### config.mk
export PLATFORM = sky130hd
export DESIGN_NAME = rx_addr_filter
export DESIGN_NICKNAME = d
export VERILOG_FILES = /design/src/rtl/rxaf_pkg.sv /design/src/rtl/rxaf_ctrl.sv /design/src/rtl/rxaf_datapath.sv /design/src/rtl/rx_addr_filter.sv
export SDC_FILE = /design/constraint.sdc
export NUM_CORES = 2
export LEC_CHECK = 0
export BUFFER_PORTS_ARGS = -buffer_cell sky130_fd_sc_hd__buf_4
export CORE_MARGIN = 2
export CORE_UTILIZATION = 41
export DETAILED_ROUTE_END_ITERATION = 7
export GPL_ROUTABILITY_DRIVEN = 0
export PLACE_DENSITY_LB_ADDON = 0.12
export SLEW_MARGIN = 5
export SYNTH_ARGS = -nofsm -noshare
export SYNTH_HDL_FRONTEND = slang
export SYNTH_SLANG_ARGS = --single-unit
### constraint.sdc
create_clock -name clk -period 4.5 [get_ports clk]
set_clock_uncertainty 0.2 [all_clocks]
set_input_delay 0.45 -clock clk [delete_from_list [all_inputs] [get_ports clk]]
set_output_delay 0.45 -clock clk [all_outputs]
set_load 0.05 [all_outputs]
### src/rtl/rxaf_pkg.sv
package rxaf_pkg;
  localparam int ADDR_BYTES = 6;
  localparam int ADDR_W = ADDR_BYTES * 8;
  localparam int SLOT_IDX_W = 6;
  localparam int MODE_W = 5;
  localparam logic [31:0] CRC_POLY_REFL = 32'hEDB88320;

  // bit 4 .. bit 0 of cfgModeData
  typedef struct packed {
    logic bcastDis;
    logic hashMcEn;
    logic passAllMc;
    logic rxAll;
    logic promisc;
  } rxafMode_t;

  // control to datapath strobes
  typedef struct packed {
    logic take;
    logic first;
    logic last;
    logic [2:0] pos;
  } rxafStrobe_t;

  function automatic logic [31:0] crcByte(logic [31:0] c, logic [7:0] d);
    logic [31:0] r;
    r = c;
    for (int k = 0; k < 8; k++) begin
      r = (r[0] ^ d[k]) ? ((r >> 1) ^ CRC_POLY_REFL) : (r >> 1);
    end
    return r;
  endfunction
endpackage

### src/rtl/rxaf_ctrl.sv
module rxaf_ctrl
  import rxaf_pkg::*;
(
  input  logic        clk,
  input  logic        rstN,
  input  logic        byteValid,
  input  logic        byteStart,
  output rxafStrobe_t strb
);
  localparam logic [2:0] LAST_POS = 3'(ADDR_BYTES - 1);

  logic [2:0] cnt;
  logic       active;

  always_comb begin
    strb.first = byteValid & byteStart;
    strb.take  = byteValid & (byteStart | active);
    strb.pos   = byteStart ? 3'd0 : cnt;
    strb.last  = strb.take & (strb.pos == LAST_POS);
  end

  always_ff @(posedge clk or negedge rstN) begin
    if (!rstN) begin
      cnt    <= '0;
      active <= 1'b0;
    end else if (strb.take) begin
      cnt    <= strb.pos + 3'd1;
      active <= !strb.last;
    end
  end
endmodule

### src/rtl/rxaf_datapath.sv
module rxaf_datapath
  import rxaf_pkg::*;
#(
  parameter int PERFECT_SLOTS = 16
) (
  input  logic                  clk,
  input  logic                  rstN,
  input  rxafStrobe_t           strb,
  input  logic [7:0]            byteData,
  input  logic                  cfgModeWe,
  input  logic [MODE_W-1:0]     cfgModeData,
  input  logic                  hashWe,
  input  logic                  hashSel,
  input  logic [31:0]           hashData,
  input  logic                  slotWe,
  input  logic [SLOT_IDX_W-1:0] slotIdx,
  input  logic [ADDR_W-1:0]     slotAddr,
  input  logic                  slotEn,
  output logic                  decValid,
  output logic                  decAccept
);
  localparam int TOTAL_SLOTS = PERFECT_SLOTS + 1;
  localparam int HELD_W = ADDR_W - 8;

  rxafMode_t          modeQ;
  logic [31:0]        hashLo, hashHi;
  logic [HELD_W-1:0]  addrQ;
  logic [31:0]        crcQ, crcSeed, crcNext;
  logic [ADDR_W-1:0]  fullAddr;
  logic [5:0]         hashIdx;
  logic [31:0]        hashWord;
  logic               hashBit, isMc, isBc, acceptNext;
  logic [TOTAL_SLOTS-1:0] hit;

  // configuration registers
  always_ff @(posedge clk or negedge rstN) begin
    if (!rstN) begin
      modeQ  <= '0;
      hashLo <= '0;
      hashHi <= '0;
    end else begin
      if (cfgModeWe) modeQ <= rxafMode_t'(cfgModeData);
      if (hashWe && hashSel)  hashHi <= hashData;
      if (hashWe && !hashSel) hashLo <= hashData;
    end
  end

  // address capture and running CRC
  assign crcSeed = strb.first ? '1 : crcQ;
  assign crcNext = crcByte(crcSeed, byteData);
  assign fullAddr = {byteData, addrQ};

  always_ff @(posedge clk or negedge rstN) begin
    if (!rstN) begin
      addrQ <= '0;
      crcQ  <= '1;
    end else if (strb.take) begin
      crcQ <= crcNext;
      for (int k = 0; k < ADDR_BYTES - 1; k++) begin
        if (strb.pos == 3'(k)) addrQ[8*k +: 8] <= byteData;
      end
    end
  end

  // hash index: upper bits of bit-reversed complement
  always_comb begin
    for (int j = 0; j < 6; j++) hashIdx[5-j] = ~crcNext[j];
  end
  assign hashWord = hashIdx[5] ? hashHi : hashLo;
  assign hashBit  = hashWord[hashIdx[4:0]];

  // perfect address bank
  for (genvar s = 0; s < TOTAL_SLOTS; s++) begin : g_slot
    logic [ADDR_W-1:0] slotQ;
    logic              enQ;
    always_ff @(posedge clk or negedge rstN) begin
      if (!rstN) begin
        slotQ <= '0;
        enQ   <= 1'b0;
      end else if (slotWe && slotIdx == SLOT_IDX_W'(s)) begin
        slotQ <= slotAddr;
        enQ   <= slotEn;
      end
    end
    if (s == 0) begin : g_own
      assign hit[s] = (slotQ == fullAddr);
    end else begin : g_perfect
      assign hit[s] = enQ && (slotQ == fullAddr);
    end
  end

  assign isBc = &fullAddr;
  assign isMc = fullAddr[0];

  always_comb begin
    if (modeQ.promisc || modeQ.rxAll) acceptNext = 1'b1;
    else if (isBc)                    acceptNext = !modeQ.bcastDis;
    else if (isMc)                    acceptNext = modeQ.passAllMc || (modeQ.hashMcEn && hashBit);
    else                              acceptNext = |hit;
  end

  always_ff @(posedge clk or negedge rstN) begin
    if (!rstN) begin
      decValid  <= 1'b0;
      decAccept <= 1'b0;
    end else begin
      decValid  <= strb.last;
      decAccept <= strb.last && acceptNext;
    end
  end
endmodule

### src/rtl/rx_addr_filter.sv
module rx_addr_filter
  import rxaf_pkg::*;
#(
  parameter bit EXT_SLOTS = 1'b0
) (
  input  logic                  clk,
  input  logic                  rstN,
  input  logic                  byteValid,
  input  logic                  byteStart,
  input  logic [7:0]            byteData,
  input  logic                  cfgModeWe,
  input  logic [MODE_W-1:0]     cfgModeData,
  input  logic                  hashWe,
  input  logic                  hashSel,
  input  logic [31:0]           hashData,
  input  logic                  slotWe,
  input  logic [SLOT_IDX_W-1:0] slotIdx,
  input  logic [ADDR_W-1:0]     slotAddr,
  input  logic                  slotEn,
  output logic                  decValid,
  output logic                  decAccept
);
  localparam int PERFECT_SLOTS = EXT_SLOTS ? 32 : 16;

  rxafStrobe_t strb;

  rxaf_ctrl u_ctrl (
    .clk(clk), .rstN(rstN), .byteValid(byteValid), .byteStart(byteStart), .strb(strb)
  );

  rxaf_datapath #(.PERFECT_SLOTS(PERFECT_SLOTS)) u_dp (
    .clk(clk), .rstN(rstN), .strb(strb), .byteData(byteData),
    .cfgModeWe(cfgModeWe), .cfgModeData(cfgModeData),
    .hashWe(hashWe), .hashSel(hashSel), .hashData(hashData),
    .slotWe(slotWe), .slotIdx(slotIdx), .slotAddr(slotAddr), .slotEn(slotEn),
    .decValid(decValid), .decAccept(decAccept)
  );
endmodule

### Word-level counts from Yosys, hierarchy flattened

Cells that the tools add are included.

* flip-flop bits (word level): 979
* bits of input ports: 108
* output and inout bits: 2
* logic and storage cells: 182

* $add $sub $neg: 1
* reduce and logical (&&, ||, !) cells: 51
* equal/unequal tests: 38
* magnitude comparators: 1
* bitwise operators: 25
* muxes and demuxes: 16

Operator list (count)
* $eq A48 B48 Y1: 17
* $mux W32: 10
* $not A13 Y14: 8
* $eq A6 B4 Y1 const B: 8
* $reduce_and A48 Y1: 1
* $logic_and A1 B1 Y1: 37
* $eq A6 B3 Y1 const B: 4
* $reduce_or A17 Y1: 1
* $eq A6 B2 Y1 const B: 2
* $reduce_and A2 Y1: 5
* $xor A1 B1 Y1: 8
* $eq A3 B2 Y1 const B: 2
* $eq A3 B3 Y1 const B: 2
* $eq A6 B1 Y1 const B: 1
* $eq A6 B5 Y1 const B: 1
* $logic_not A6 Y1: 1
* $lt A5 B6 Y1 const B: 1
* $bmux W1 S5: 1
* $not A1 Y1: 5
* $mux W1: 4
* $add A3 B1 Y3 const B: 1
* $and A1 B1 Y1: 3
* $eq A3 B1 Y1 const B: 1
* $logic_not A1 Y1: 3
* 4 further kinds: 5

### Depth between registers and ports, before layout

* depth after elaboration: 27
* mapped depth: 13
* gate-level depth less buffers: 10

### By module

Synthesis repeated with hierarchy kept, for this count alone.

* cell total of the unflattened synthesis: 3673
* area total of the unflattened synthesis: 47601.9 um^2

By module, submodules not included
* rxaf_datapath: seq. area each 24438.4 um^2, instances 1, cells an instance 3644, area each 47349.2 um^2
* rxaf_ctrl: seq. area each 100.1 um^2, instances 1, cells an instance 29, area each 252.7 um^2

### Least setup slack after synthesis

No wires, ideal clock.

* kind: flip-flop to flip-flop
* from: register u_dp.crcQ[0]
* to: register u_dp.decAccept
* required time: 4.176 ns
* arrival time: 3.034 ns
* clock period less this slack: 3.358 ns
* slack: 1.142 ns
* library setup time: 0.124 ns
* path buffers: 2
* cell stages (with the launch flop): 11
* path through: dfstp_2 -> buf_4 -> xor2_1 -> nand2_1 -> xor3_2 -> xnor2_2 -> buf_6 -> mux4_2 -> a2111oi_2 -> nor3b_1 -> a211o_1

* longest elaborated chain between the ends: 21
* elaborated cells between the ends (all ways): 25
* classes of those cells: mux (14); bitwise (8); reduce/logical (3)

Ends and longest elaborated chain
* start: declaration: line rxaf_datapath.sv:28 `logic [31:0] crcQ, crcSeed, crcNext;`
* start signal: assignment: line rxaf_datapath.sv:58 `crcQ <= crcNext;`
* $mux W32 *: line rxaf_datapath.sv:49 `assign crcSeed = strb.first ? '1 : crcQ;`
* $xor A1 B1 Y1 *: line rxaf_pkg.sv:29 `r = (r[0] ^ d[k]) ? ((r >> 1) ^ CRC_POLY_REFL) : (r >> 1);`
* $mux W32 *: line rxaf_pkg.sv:29
* $not A13 Y14 (no line)
* $mux W32 * (3 in series): line rxaf_pkg.sv:29
* $not A13 Y14 (no line)
* $mux W32 * (4 in series): line rxaf_pkg.sv:29
* $not A1 Y1: line rxaf_datapath.sv:67 `for (int j = 0; j < 6; j++) hashIdx[5-j] = ~crcNext[j];`
* $bmux W1 S5 *: line rxaf_datapath.sv:70 `assign hashBit = hashWord[hashIdx[4:0]];`
* $mux W1 (implied by the code) *: line rxaf_datapath.sv:70
* $logic_and A1 B1 Y1 *: line rxaf_datapath.sv:98 `else if (isMc) acceptNext = modeQ.passAllMc || (modeQ.hashMcEn && hashBit);`
* $logic_or A1 B1 Y1 *: line rxaf_datapath.sv:98
* $mux W1 *: line rxaf_datapath.sv:98
* $mux W1 *: line rxaf_datapath.sv:97 `else if (isBc) acceptNext = !modeQ.bcastDis;`
* $mux W1 *: line rxaf_datapath.sv:96 `if (modeQ.promisc || modeQ.rxAll) acceptNext = 1'b1;`
* $logic_and A1 B1 Y1 *: line rxaf_datapath.sv:108 `decAccept <= strb.last && acceptNext;`
* end signal: assignment: line rxaf_datapath.sv:108
* end: declaration: line rxaf_datapath.sv:20 `output logic decAccept`

Every way passes the cells marked *; elsewhere a longest branch is shown, timed or not. The select of a mux whose other input is x is not followed.
A chain may end at the register's enable or synchronous reset.

### Worst setup path after layout

* from: register u_dp.addrQ[16]
* to: register u_dp.decAccept

* longest elaborated chain between the ends: 7
* elaborated cells between the ends (all ways): 39
* classes of those cells: eq/ne (17); mux (3); reduce/logical (19)

Ends and longest elaborated chain
* start: declaration: line rxaf_datapath.sv:27 `logic [HELD_W-1:0] addrQ;`
* start signal: indexed assignment: line rxaf_datapath.sv:60 `if (strb.pos == 3'(k)) addrQ[8*k +: 8] <= byteData;`
* $eq A48 B48 Y1: line rxaf_datapath.sv:88 `assign hit[s] = enQ && (slotQ == fullAddr);`
* $logic_and A1 B1 Y1: line rxaf_datapath.sv:88
* $reduce_or A17 Y1: line rxaf_datapath.sv:99 `else acceptNext = |hit;`
* $mux W1: line rxaf_datapath.sv:98
* $mux W1 *: line rxaf_datapath.sv:97
* $mux W1 *: line rxaf_datapath.sv:96
* $logic_and A1 B1 Y1 *: line rxaf_datapath.sv:108

Every way passes the cells marked *; elsewhere a longest branch is shown, timed or not.

==> run summary <==
Die X - 345 um
fin crit period - 4.06 ns
Finish-stage setup viols - 0
Setup Crit Path Kind - reg -> reg
Reg area - 24500 um2
CP required - 4.93 ns
CP top delay family - simple AND/OR/NAND/NOR gates
H-tree depth - 3
fmax - 246 MHz
R2R depth - 11
Core Footprint - 115000 um2
WP buf/inv - 2
Lkg Pwr - 24.8 nW
HP Start - slotAddr[34]
hold depth - 3
vias in the first global route - 32200
synthesis-stage register bit count - 979
Final Util - 48.2%
Levels on crit path - 11
final wirelength - 186 mm
die height - 345 um
TritonRoute pass-1 iters - 5
Setup TNS Final - 0 ns
cts repair resizes - 0
area occupied by multi-input gates - 21900 um2
Slew headroom - 31.1%
CP startpoint - u_dp.addrQ[16]
CTS clk-pin slew, worst paths - 0.06 ns
post-synthesis net count - 3845
cell area after placement - 51000 um2
status - finished, final reports clean
RSZ-0062 raised after global routing - no
Routed WL per cell - 33.7 um
Hold Fails Final Rpt - 0
Hold/Removal Path Class - in -> reg
reg2reg start - u_dp.addrQ[16]
Cell variety after synth - 60
nets - 4025
pwr dens - 627 nW/um2
Max Slew Vio Count - 0
FFs w/ async S/R, synth - 100%
top-count cell post-synth - dfrtp_1
max_cap viols - 0
Peak supply drop - 0.000470 V
Cell Chain, Critical Path - buf_4 > buf_4 > xor2_1 > nor4_1 > nand4_1 > nor4_1 > nor3_1 > nand3_1 > o211ai_1 > a21boi_0 > a211o_1
share of cells above drive strength 1 - 36.0%
hold_ws - 0.0428 ns
Worst setup EP type - register
commonest cells in the netlist - 947 x dfrtp_1, 902 x mux2_2, 474 x xnor2_1
Cells after Synth - 3732
crit-path max cell delay - 0.65 ns
Fill cells - 10400
Via density - 5.87
Die ar. - 119000 um2
DRT iter0 DRCs - 3388
Synth area leader - dfrtp_1
aggregate global routing overflow - 0
top cells by area, synth - dfrtp_1 50%, mux2_2 21%, xnor2_1 8.7%
TritonCTS clock tree - done
largest net degree at the start of global routing - 108
clk_lat worst skew - 0.72 ns
cts bufs inserted - 108
nature of the critical path startpoint - register
slowest CP cell - nor4_1
fin crit share - 90.3%
initial antenna violation count - 28
I/O Pins - 110
placed wire-length estimate - 118 mm
row cnt - 124
port buffer count - 109
Synthesis Warnings - 0
syn_area_per_cell - 12.7 um2
GRT Overall Usage - 31.5%
initial cell density of the core - 41.5%
worst-margin pin slew - 1.02 ns
WP data arrival - 4.50 ns
via count - 32400
Post-synth top flop - dfrtp_1
worst-path fanout max - 9
Design Area, Final - 55300 um2
top cell type's share of synthesized area - 49.8%
Post-Syn Area - 47600 um2
CTS max path bufs - 3
sequential element share of the synthesized area - 51.6%
CTS sink cnt - 979
Post-route DRC - 0
Post-DRT Antenna Nets - 0
EDFF count, synth - 0
global-route wire length before repair - 260 mm
Root Driver - clkbuf_16
area grow syn2layout - 16.1%
worst register-to-register path: cells and delay by family (launching register included):
kind            cells  cell delay (ns)
compound gates      3             0.47
simple gates        5             1.93
xor+xnor            1             0.15
buf+inv             2             0.63
flops               1             0.62
through the flow:
stage | total power, mW | cells | setup slack (ns)
floorplan | 19.6 | 3732 | 1.14
global placement | 25.0 | 5268 | 0.491
detailed placement | 25.0 | 5268 | 0.525
CTS | 34.6 | 5509 | 0.552
global route | 36.0 | 5510 | 0.443
finish | 34.6 | 5517 | 0.436
cell families after synthesis:
kind of cell    Yosys count  synth area share [%]
xor+xnor                809                  15.0
compound gates          211                  2.94
fa+ha+maj                 5                 0.132
flops                   979                  51.6
buf+inv                 323                  2.70
mux                     931                  22.3
simple gates            474                  5.36
final timing paths:
kind / slack [ns] / end
setup / recovery: 0.44 / u_dp.decAccept
hold / removal: 0.04 / u_dp.g_slot[15].slotQ[34]
setup reg to reg: 0.44 / u_dp.decAccept
hold reg to reg: 0.27 / u_ctrl.cnt[1]
max in group asynchronous: 2.64 / u_dp.g_slot[2].slotQ[10]
min in group asynchronous: 0.13 / u_dp.g_slot[6].slotQ[11]
placed cells by master, fill, tap and decap left out, drive strengths merged, types with 4 or more instances in the layout:
master | synthesis | layout
a2111oi | 4 | 4
a21oi | 27 | 27
a221oi | 5 | 5
a222oi | 5 | 5
a22o | 15 | 15
buf | 107 | 292
bufinv | 0 | 15
clkbuf | 161 | 149
clkinv | 1 | 25
clkinvlp | 0 | 4
dfrtp | 947 | 947
dfstp | 32 | 32
diode | 0 | 8
dlygate4sd3 | 0 | 46
ha | 5 | 5
inv | 54 | 57
mux2 | 903 | 903
mux2i | 17 | 17
mux4 | 11 | 11
nand2 | 94 | 94
nand2b | 14 | 14
nand3 | 20 | 20
nand3b | 4 | 4
nand4 | 134 | 134
nor2 | 57 | 57
nor2b | 5 | 5
nor3 | 21 | 21
nor4 | 115 | 115
o2111ai | 5 | 5
o211ai | 6 | 6
o21ai | 72 | 72
o221ai | 4 | 4
o22ai | 33 | 33
o2bb2ai | 16 | 16
xnor2 | 479 | 479
xor2 | 329 | 329
flip-flops by register name (all words and copies together), names as in the netlist:
register           flops
u_ctrl.cnt             3
u_dp.g_slot.enQ       16
u_ctrl.active          1
u_dp.modeQ             5
u_dp.hashHi           32
u_dp.decAccept         1
u_dp.decValid          1
u_dp.addrQ            40
u_dp.g_slot.slotQ    816
u_dp.crcQ             32
u_dp.hashLo           32
routing by layer:
| layer | global-route usage, % | up-vias | wire [um] |
|---|---|---|---|
| li1 | - | 13400 | - |
| met1 | 43.9 | 17400 | 80200 |
| met2 | 49.9 | 1300 | 85600 |
| met3 | 5.03 | 334 | 12800 |
| met4 | 10.9 | 2 | 7300 |
| met5 | 0 | - | 13 |
final cells by class:
type                       count  area share [%]
multi-input combinational   2430            39.6
clock buffer                 149            5.61
sequential                   979            44.4
clock inverter                46            1.19
tap                         1512            3.42
inverter                      55           0.374
antenna                        8          0.0362
timing repair buffer         338            5.38
what timing repair did:
action                     CTS  global route
hold buffers                46             0
setup buffers                0             0
hold endpoints to repair   143             0
setup endpoints to repair    0             0
report_power, final:
group / leakage, nW / switching (mW) / internal [mW]
combinational: 10.2 / 7.69 / 5.62
sequential: 12.7 / 1.46 / 10.3
clock: 1.85 / 3.86 / 5.65
total: 24.8 / 13.0 / 21.6
Power figures use the tool's default switching activity.
